File: config.mk
export PLATFORM = sky130hd
export DESIGN_NAME = xtrig_seq
export DESIGN_NICKNAME = d
export VERILOG_FILES = /design/src/rtl/xtrig_pkg.sv /design/src/rtl/xtrig_sync.sv /design/src/rtl/xtrig_downcnt.sv /design/src/rtl/xtrig_seq.sv
export SDC_FILE = /design/constraint.sdc
export NUM_CORES = 1
export LEC_CHECK = 0
export BUFFER_PORTS_ARGS = -buffer_cell sky130_fd_sc_hd__clkbuf_2
export CORE_MARGIN = 5
export CORE_UTILIZATION = 51
export DETAILED_ROUTE_END_ITERATION = 10
export PLACE_DENSITY = 0.75
export SKIP_CTS_REPAIR_TIMING = 1
export SLEW_MARGIN = 20
export SYNTH_ARGS = -nofsm -noshare
export SYNTH_HDL_FRONTEND = slang
export SYNTH_HIERARCHICAL = 1
export SYNTH_SLANG_ARGS = --single-unit
File: constraint.sdc
create_clock -name clk -period 4 [get_ports clk]
set_input_delay 0.2 -clock clk [delete_from_list [all_inputs] [get_ports clk]]
set_output_delay 0.2 -clock clk [all_outputs]
set_load 0.02 [all_outputs]
File: src/rtl/xtrig_pkg.sv
// Shared types for the cross-triggered sequencer.
// Assumes a fixed 32-bit instruction word: opcode in the top nibble,
// clock-line levels in the middle, hold count in the low half.
package xtrig_pkg;

    localparam int WORD_W  = 32;
    localparam int LINES_W = 12;
    localparam int HOLD_W  = 16;

    localparam logic [3:0] OP_PATTERN  = 4'd0;
    localparam logic [3:0] OP_NOTDONE  = 4'd1;
    localparam logic [3:0] OP_WAITDONE = 4'd2;
    localparam logic [3:0] OP_END      = 4'd3;

    typedef enum logic [2:0] {
        ST_IDLE,
        ST_FETCH,
        ST_HOLD,
        ST_WAIT,
        ST_DELAY,
        ST_HALT
    } seq_state_e;

    // Opcode nibble of an instruction word
    function automatic logic [3:0] word_op(input logic [WORD_W-1:0] w);
        return w[31:28];
    endfunction

    // Clock-line field of a pattern word
    function automatic logic [LINES_W-1:0] word_lines(input logic [WORD_W-1:0] w);
        return w[27:16];
    endfunction

    // Hold-count field of a pattern word
    function automatic logic [HOLD_W-1:0] word_hold(input logic [WORD_W-1:0] w);
        return w[15:0];
    endfunction

endpackage

File: src/rtl/xtrig_sync.sv
// Multi-flop synchronizer for the asynchronous shared busy line.
// Assumes STAGES >= 1; output lags the input by STAGES clock edges.
module xtrig_sync #(
    parameter int STAGES = 2
) (
    input  logic clk,
    input  logic rst_n,
    input  logic d,
    output logic q
);

    logic [STAGES-1:0] chain;

    generate
        if (STAGES == 1) begin : g_one
            // Single capture flop
            always_ff @(posedge clk) begin
                if (!rst_n) chain <= '0;
                else        chain <= d;
            end
        end else begin : g_many
            // Shift the line through the flop chain
            always_ff @(posedge clk) begin
                if (!rst_n) chain <= '0;
                else        chain <= {chain[STAGES-2:0], d};
            end
        end
    endgenerate

    assign q = chain[STAGES-1];

endmodule

File: src/rtl/xtrig_downcnt.sv
// Loadable down-counter used for pattern hold and post-release phase delay.
// Assumes the caller loads a nonzero value and decrements while waiting;
// `last` is high in the final counted cycle (count equals one).
module xtrig_downcnt #(
    parameter int W = 16
) (
    input  logic         clk,
    input  logic         rst_n,
    input  logic         load,
    input  logic [W-1:0] load_val,
    input  logic         dec,
    output logic         last
);

    logic [W-1:0] cnt;

    // Load a new count or step toward zero, never below it
    always_ff @(posedge clk) begin
        if (!rst_n)                  cnt <= '0;
        else if (load)               cnt <= load_val;
        else if (dec && cnt != '0)   cnt <= cnt - W'(1);
    end

    assign last = (cnt == W'(1));

    AST_CNT_NO_WRAP: assert property (@(posedge clk) disable iff (!rst_n)
        (cnt == '0 && !load) |=> (cnt == '0));

endmodule

File: src/rtl/xtrig_seq.sv
// Instruction sequencer for one clocking engine on a shared busy line.
// Reads a show-ahead FIFO after go, applies pattern words with hold counts,
// raises or drops its busy drive on NOTDONE/WAITDONE, waits for the line to
// clear, then counts a per-engine phase delay. Assumes bus_in is the
// asynchronous wired OR of all participants, including this engine.
module xtrig_seq
    import xtrig_pkg::*;
#(
    parameter int DLY_W       = 16,
    parameter int SYNC_STAGES = 2
) (
    input  logic                 clk,
    input  logic                 rst_n,
    input  logic                 go,
    input  logic                 xt_en,
    input  logic                 fifo_empty,
    input  logic [WORD_W-1:0]    fifo_data,
    output logic                 fifo_rd,
    input  logic                 bus_in,
    output logic                 bus_drv,
    input  logic [DLY_W-1:0]     phase_dly,
    input  logic                 err_clr,
    output logic [LINES_W-1:0]   clk_lines,
    output logic                 strobe,
    output logic                 running,
    output logic                 uflow_err
);

    localparam int SETTLE_W = $clog2(SYNC_STAGES + 1);

    seq_state_e           state_q, state_d;
    logic                 drive_q, err_q, strobe_q;
    logic [LINES_W-1:0]   lines_q;
    logic [SETTLE_W-1:0]  settle_q;
    logic                 bus_seen, hold_last, dly_last;
    logic [3:0]           op;
    logic [LINES_W-1:0]   w_lines;
    logic [HOLD_W-1:0]    w_hold;
    logic                 pop, long_hold, hold_ld, release_ev, dly_ld;

    assign op      = word_op(fifo_data);
    assign w_lines = word_lines(fifo_data);
    assign w_hold  = word_hold(fifo_data);

    assign pop        = (state_q == ST_FETCH) && !fifo_empty;
    assign long_hold  = (w_hold > HOLD_W'(1));
    assign hold_ld    = pop && (op == OP_PATTERN) && long_hold;
    assign release_ev = (state_q == ST_WAIT) &&
                        (!xt_en || ((settle_q == '0) && !bus_seen));
    assign dly_ld     = release_ev && (phase_dly != '0);

    xtrig_sync #(.STAGES(SYNC_STAGES)) u_sync (
        .clk   (clk),
        .rst_n (rst_n),
        .d     (bus_in),
        .q     (bus_seen)
    );

    xtrig_downcnt #(.W(HOLD_W)) u_hold (
        .clk      (clk),
        .rst_n    (rst_n),
        .load     (hold_ld),
        .load_val (w_hold - HOLD_W'(1)),
        .dec      (state_q == ST_HOLD),
        .last     (hold_last)
    );

    xtrig_downcnt #(.W(DLY_W)) u_dly (
        .clk      (clk),
        .rst_n    (rst_n),
        .load     (dly_ld),
        .load_val (phase_dly),
        .dec      (state_q == ST_DELAY),
        .last     (dly_last)
    );

    // Next-state decision for the sequencer
    always_comb begin
        state_d = state_q;
        case (state_q)
            ST_IDLE:  if (go) state_d = ST_FETCH;
            ST_FETCH: begin
                if (fifo_empty) begin
                    state_d = ST_HALT;
                end else begin
                    case (op)
                        OP_PATTERN:  state_d = long_hold ? ST_HOLD : ST_FETCH;
                        OP_WAITDONE: state_d = xt_en ? ST_WAIT : ST_FETCH;
                        OP_END:      state_d = ST_IDLE;
                        default:     state_d = ST_FETCH;
                    endcase
                end
            end
            ST_HOLD:  if (hold_last) state_d = ST_FETCH;
            ST_WAIT:  if (release_ev) state_d = dly_ld ? ST_DELAY : ST_FETCH;
            ST_DELAY: if (dly_last) state_d = ST_FETCH;
            ST_HALT:  if (err_clr) state_d = ST_IDLE;
            default:  state_d = ST_IDLE;
        endcase
    end

    // State register
    always_ff @(posedge clk) begin
        if (!rst_n) state_q <= ST_IDLE;
        else        state_q <= state_d;
    end

    // Busy drive: raised by NOTDONE, dropped by WAITDONE, otherwise held
    always_ff @(posedge clk) begin
        if (!rst_n)                        drive_q <= 1'b0;
        else if (pop && op == OP_NOTDONE)  drive_q <= 1'b1;
        else if (pop && op == OP_WAITDONE) drive_q <= 1'b0;
    end

    // Settle window so the synchronizer reflects the line after our own drop
    always_ff @(posedge clk) begin
        if (!rst_n)
            settle_q <= '0;
        else if (pop && op == OP_WAITDONE)
            settle_q <= SETTLE_W'(SYNC_STAGES);
        else if (state_q == ST_WAIT && settle_q != '0)
            settle_q <= settle_q - SETTLE_W'(1);
    end

    // Clock-line register and one-cycle apply strobe
    always_ff @(posedge clk) begin
        if (!rst_n) begin
            lines_q  <= '0;
            strobe_q <= 1'b0;
        end else begin
            strobe_q <= pop && (op == OP_PATTERN);
            if (pop && op == OP_PATTERN) lines_q <= w_lines;
        end
    end

    // Sticky underflow flag
    always_ff @(posedge clk) begin
        if (!rst_n)                               err_q <= 1'b0;
        else if (state_q == ST_FETCH && fifo_empty) err_q <= 1'b1;
        else if (err_clr)                         err_q <= 1'b0;
    end

    assign fifo_rd   = pop;
    assign bus_drv   = drive_q & xt_en;
    assign clk_lines = lines_q;
    assign strobe    = strobe_q;
    assign running   = (state_q != ST_IDLE);
    assign uflow_err = err_q;

    AST_POP_NEEDS_DATA: assert property (@(posedge clk) disable iff (!rst_n)
        fifo_rd |-> !fifo_empty);

    AST_STROBE_AFTER_POP: assert property (@(posedge clk) disable iff (!rst_n)
        strobe |-> $past(fifo_rd));

    AST_IDLE_NEEDS_GO: assert property (@(posedge clk) disable iff (!rst_n)
        ($past(state_q == ST_IDLE) && !$past(go)) |-> (state_q == ST_IDLE));

    AST_WAIT_EXIT_ON_FREE: assert property (@(posedge clk) disable iff (!rst_n)
        ($past(state_q == ST_WAIT) && state_q != ST_WAIT)
            |-> ($past(!bus_seen) || $past(!xt_en)));

    AST_ERR_STICKY: assert property (@(posedge clk) disable iff (!rst_n)
        ($past(uflow_err) && !$past(err_clr)) |-> uflow_err);

    AST_HALT_KEEPS_DRIVE: assert property (@(posedge clk) disable iff (!rst_n)
        (state_q == ST_HALT && $past(state_q == ST_HALT)) |-> $stable(drive_q));

endmodule

; After elaboration in Yosys (flattened, before gate mapping)
; Cells that the tools add are included.
[word_totals]
output_inout_bits = 17
in_bits = 55
reg_bits = 54
word_cells = 84
[classes]
order_cmp = 1
eq_ne = 15
mux = 21
n_bitwise = 2
addsub = 4
reduce_logical = 31
[ops]
columns = cell, count
row1 = two-way mux 16 bit, 4
row2 = nonzero test 16 bit, 3
row3 = subtractor 16 x 1 -> 16 bit (second input constant), 3
row4 = == test 16 x 1 -> 1 bit (second input constant), 2
row5 = two-way mux 3 bit, 7
row6 = case mux 3 bit (6 select lines), 1
row7 = greater-than comparator 16 x 1 -> 1 bit (second input constant), 1
row8 = logical AND 1 bit, 12
row9 = nonzero test 2 bit, 6
row10 = inequality test 2 bit (second input constant), 5
row11 = == test 4 x 2 -> 1 bit (second input constant), 2
row12 = two-way mux 2 bit, 4
row13 = == test 3 x 2 -> 1 bit (second input constant), 2
row14 = == test 3 bit (second input constant), 2
row15 = case mux 2 bit (3 select lines), 1
row16 = AND reduction 5 bit, 1
row17 = == test 4 x 1 -> 1 bit (second input constant), 1
row18 = logical NOT 4 bit, 1
row19 = two-way mux 1 bit, 4
row20 = == test 3 x 1 -> 1 bit (second input constant), 1
row21 = logical NOT 1 bit, 3
row22 = logical NOT 3 bit, 1
row23 = nonzero test 3 bit, 1
row24 = logical NOT 2 bit, 1
row25 = 5 further kinds, 5

; Depth between registers and ports, before layout
[logic_depth]
ltp_word = 8
mapped_depth = 9
mapped_depth_nobuf = 8

; Modules after synthesis
; Netlist, hierarchy kept.
[by_module_without_submodules]
columns = module, area_per_inst_um2, instances, seq_area_each_um2, cells_each
row1 = xtrig_downcnt, 983.4, 2, 320.3, 123
row2 = xtrig_seq, 1365.1, 1, 400.4, 178
row3 = xtrig_sync, 52.6, 1, 40.0, 4

; Worst setup path before layout
; OpenSTA, ideal clock, no wires.
[synth_path]
path_kind = register to register
startpoint = reg state_q[1]
endpoint = reg u_hold.cnt[14]
setup_ns = 0.074
stages_incl_launch_ff = 8
t_arrival_ns = 2.739
n_path_buf = 1
setup_slack_ns = 1.187
cell_sequence = dfxtp_1 -> buf_2 -> nor2b_1 -> nor2b_1 -> or4bb_1 -> or4b_4 -> or4_1 -> a31oi_1
[synth_between]
elab_chain_cells = 5
elab_cells_between_ends = 8
classes_between = eq/ne (2) / mux (1) / reduce/logical (5)
[synth_lines]
columns = element, line_no
row1 = from (decl), xtrig_seq.sv:31  ; seq_state_e state_q, state_d;
row2 = from (signal assigned), xtrig_seq.sv:105  ; else state_q <= state_d;
row3 = == test 3 x 1 -> 1 bit, xtrig_seq.sv:45  ; assign pop = (state_q == ST_FETCH) && !fifo_empty;
row4 = logical AND 1 bit, xtrig_seq.sv:45
row5 = logical AND 1 bit (2 in series), xtrig_seq.sv:47  ; assign hold_ld = pop && (op == OP_PATTERN) && long_hold;
row6 = two-way mux 16 bit or nonzero test 2 bit (tied branches), n/a
row7 = to (signal assigned), xtrig_downcnt.sv:20  ; else if (load) cnt <= load_val;
row8 = to (signal assigned), xtrig_downcnt.sv:21  ; else if (dec && cnt != '0) cnt <= cnt - W'(1);
row9 = to (decl), xtrig_downcnt.sv:15  ; logic [W-1:0] cnt;
; Parallel ways exist; a longest one is shown, timed or not.
; A chain may end at the register's enable or synchronous reset.

; Worst setup path after layout
; Ends and elaborated chain as after synthesis.

==> results.py <==
metrics = {
    "run_status": {
        "status": "complete, no violations",
    },
    "floorplan": {
        "core_um2": 6390,
        "ioPinCount": 72,
        "dieWidth_um": 91.5,
        "dieArea_um2": 8370,
        "rows": 29,
        "dieHeight_um": 91.5,
        "start_util": 0.530,
    },
    "global_route": {
        "grt.total_usage": 0.195,
        "antenna_found_initial": 0,
        "first_global_vias": 3191,
        "grt_max_degree": 61,
        "grt_pass1_wl_um": 14000,
        "grt-ovfl-total": 0,
    },
    "timing": {
        "clock-skew-final_ns": 0.00403,
        "finalSetupTns_ns": 0,
        "min_period_ns": 3.10,
        "rsz0062_at_grt": "false",
        "maxSlewViolCount": 0,
        "max_freq_mhz": 323,
        "tightest_slew_ns": 1.01,
        "fin_crit_sh": 0.775,
        "worst_slew_margin_rel": 0.326,
        "setup_ws_ns": 0.900,
        "setup_violations": 0,
        "finalHoldViolCount": 0,
    },
    "layout": {
        "nFillCells": 589,
        "design_area_um2": 3880,
        "drive_above_1_share": 0.196,
        "post-route-util": 0.608,
        "antennaDiodeCount": 0,
        "nets": 556,
        "areaGrowthSynthToFinish_pct": 14.8,
    },
    "clocking": {
        "clk_pin_slew_ns": 0.09,
        "clockRootBuffer": "clkbuf_8",
        "clock_path_buffers": 2,
        "cts_inserted_buffers": 5,
        "cts.sinks": 54,
        "clkLatencyLatePin_ns": 0.31,
        "htree_levels": 2,
        "cts_tree": "done",
    },
    "worst_setup_path": {
        "worstPathRequired_ns": 4.24,
        "path_class": "register to register",
        "critPathArrivalTime_ns": 3.34,
        "crit_fanout": 11,
        "critPathMaxStageDelay_ns": 0.57,
        "start_kind": "register",
        "critical_path.cell_chain": "nor2b_1, nor2b_1, or4bb_1, or4b_4, or4_1, a31oi_1",
        "cp-end-kind": "register",
        "crit_top_cell": "nor2b_1",
        "crit_slowest_cell": "dfxtp_1",
    },
    "yosys": {
        "async_reset_ff_frac": 0,
        "syn_area_um2": 3380,
        "synth.top_cell.area_share": 0.319,
        "synth_commonest_cells": "dfxtp_1 (54), nand2_1 (45), o21ai_0 (38)",
        "yosysMostFrequentCell": "dfxtp_1",
        "synth_ff_type": "dfxtp_1",
        "synth_fp_nets": 490,
        "synth_edf_count": 0,
        "yosys.cell_types.count": 52,
        "ys_seq_elements": 54,
        "yosys_warnings": 6,
        "syn_inst": 428,
        "synth_top_area_cell": "dfxtp_1",
        "synth_area_leaders": "dfxtp_1 (32%), o21ai_0 (5.6%), nand2_1 (5.0%), nor2_1 (3.3%), nor4_1 (3.3%)",
        "seq_area_frac_synth": 0.319,
        "syn_avg_cell_area_um2": 7.91,
    },
    "routing": {
        "via_per_inst": 5.90,
        "firstDrtPassIters": 4,
        "wirelength_um": 8250,
        "antenna_left": 0,
        "drc": 0,
        "drtIter0Drc": 144,
        "wl_per_cell_um": 14.5,
        "vias": 3370,
    },
    "place": {
        "pre_cts_ws_ns": 0.969,
        "dp_hpwl_um": 6280,
        "placed_cell_area_um2": 3800,
        "port_buffers": 71,
        "place_congestion": 0.920,
    },
    "pwr": {
        "p_leak_nw": 1.47,
        "p_sw_uw": 327,
        "switching_share": 0.300,
        "pwr-share-clk": 0.271,
        "seqPwrFrac": 0.522,
        "ir_drop_mv": 0.191,
        "pwr_density_cell_nw_per_um2": 281,
        "comb_power_share": 0.207,
        "p_int_uw": 766,
    },
    "job": {
        "drv_cap": 0,
    },
    "worst_hold_path": {
        "hp-class": "primary input to register",
    },
}
## layer usage
metal	share of wire	GRT usage	up-vias
met4	0.014	0.0623	0
met2	0.48	0.336	72
met5	0	0	-
met3	0.045	0.0298	8
li1	-	-	1729
met1	0.46	0.248	1561
## path summary, 6_finish.rpt
check                              from  cells past startpoint  slack, ns                          end
max             state_q[1]$_SDFFE_PN0P_                      6       0.90  u_hold/cnt[14]$_SDFFE_PN0P_
min                              bus_in                      2        0.1   u_sync/chain[0]$_SDFF_PN0_
max reg2reg     state_q[1]$_SDFFE_PN0P_                      6       0.90  u_hold/cnt[14]$_SDFFE_PN0P_
min reg2reg  u_sync/chain[0]$_SDFF_PN0_                      1       0.45   u_sync/chain[1]$_SDFF_PN0_
## metrics by stage
step	std cells	hold WS, ns	total power [mW]
after floorplan	428	0.322	0.729
after global placement	564	0.418	0.801
after global routing	571	0.0752	1.15
after CTS	571	0.0878	1.10
after detailed placement	564	0.418	0.806
final	571	0.0982	1.09
## sequential cells by signal (all words and copies together) (netlist names)
register and flops:
uflow_err 1, u_hold/cnt 16, u_sync/chain 2, settle_q 2
u_dly/cnt 16, strobe 1, clk_lines 12, drive_q 1
state_q 3
## kinds of logic (layout without fill, tap and decap cells)
kind of cell               after synthesis  in the layout  share of synthesized area
buffers and inverters                   38            104                     0.0440
xor gates and xnor gates                18             18                     0.0466
adders and majority gates                7              7                     0.0259
DFF                                     54             54                      0.319
AOI/OAI and AO/OA                      114            114                      0.214
and+or+nand+nor                        193            193                      0.338
muxes                                    4              4                     0.0122
## area by class of cell
cell class | instances | area, um2 | share of cell area
multi-input combinational | 336 | 2150 | 0.555
sequential | 54 | 1080 | 0.278
timing repair buffer | 76 | 393 | 0.101
tap | 77 | 96.3 | 0.0248
inverter | 21 | 78.8 | 0.0203
clock buffer | 6 | 72.6 | 0.0187
clock inverter | 1 | 7.51 | 0.00193
## worst max-delay path: cells and delay by family, from the launching register on
| family | cells | cell delay [ns] |
|---|---|---|
| AOI/OAI and AO/OA | 1 | 0.16 |
| and+or+nand+nor | 5 | 2.30 |
| DFF | 1 | 0.57 |
## cell usage in the layout, fill, tap and decap left out, drive strengths merged, types with 8 or more instances in the layout
| master | Yosys | final |
|---|---|---|
| nand2 | 45 | 45 |
| nand3 | 10 | 10 |
| inv | 21 | 21 |
| nor3 | 9 | 9 |
| nor4 | 20 | 20 |
| nor2 | 30 | 30 |
| xor2 | 8 | 8 |
| a21oi | 17 | 17 |
| a21boi | 13 | 13 |
| o21ai | 38 | 38 |
| xnor2 | 10 | 10 |
| a31oi | 12 | 12 |
| nor3b | 8 | 8 |
| or4 | 10 | 10 |
| nand4 | 13 | 13 |
| dfxtp | 54 | 54 |
| clkbuf | 12 | 77 |
## power by group through the flow
stage               sequential (mW)  combinational, mW  clock [mW]
finish                        0.570              0.226       0.297
floorplan                     0.575              0.153           0
global route                  0.573              0.251       0.331
CTS                           0.570              0.225       0.304
detailed placement            0.582              0.224           0
global placement              0.581              0.220           0
(Power assumes the default switching activity.)
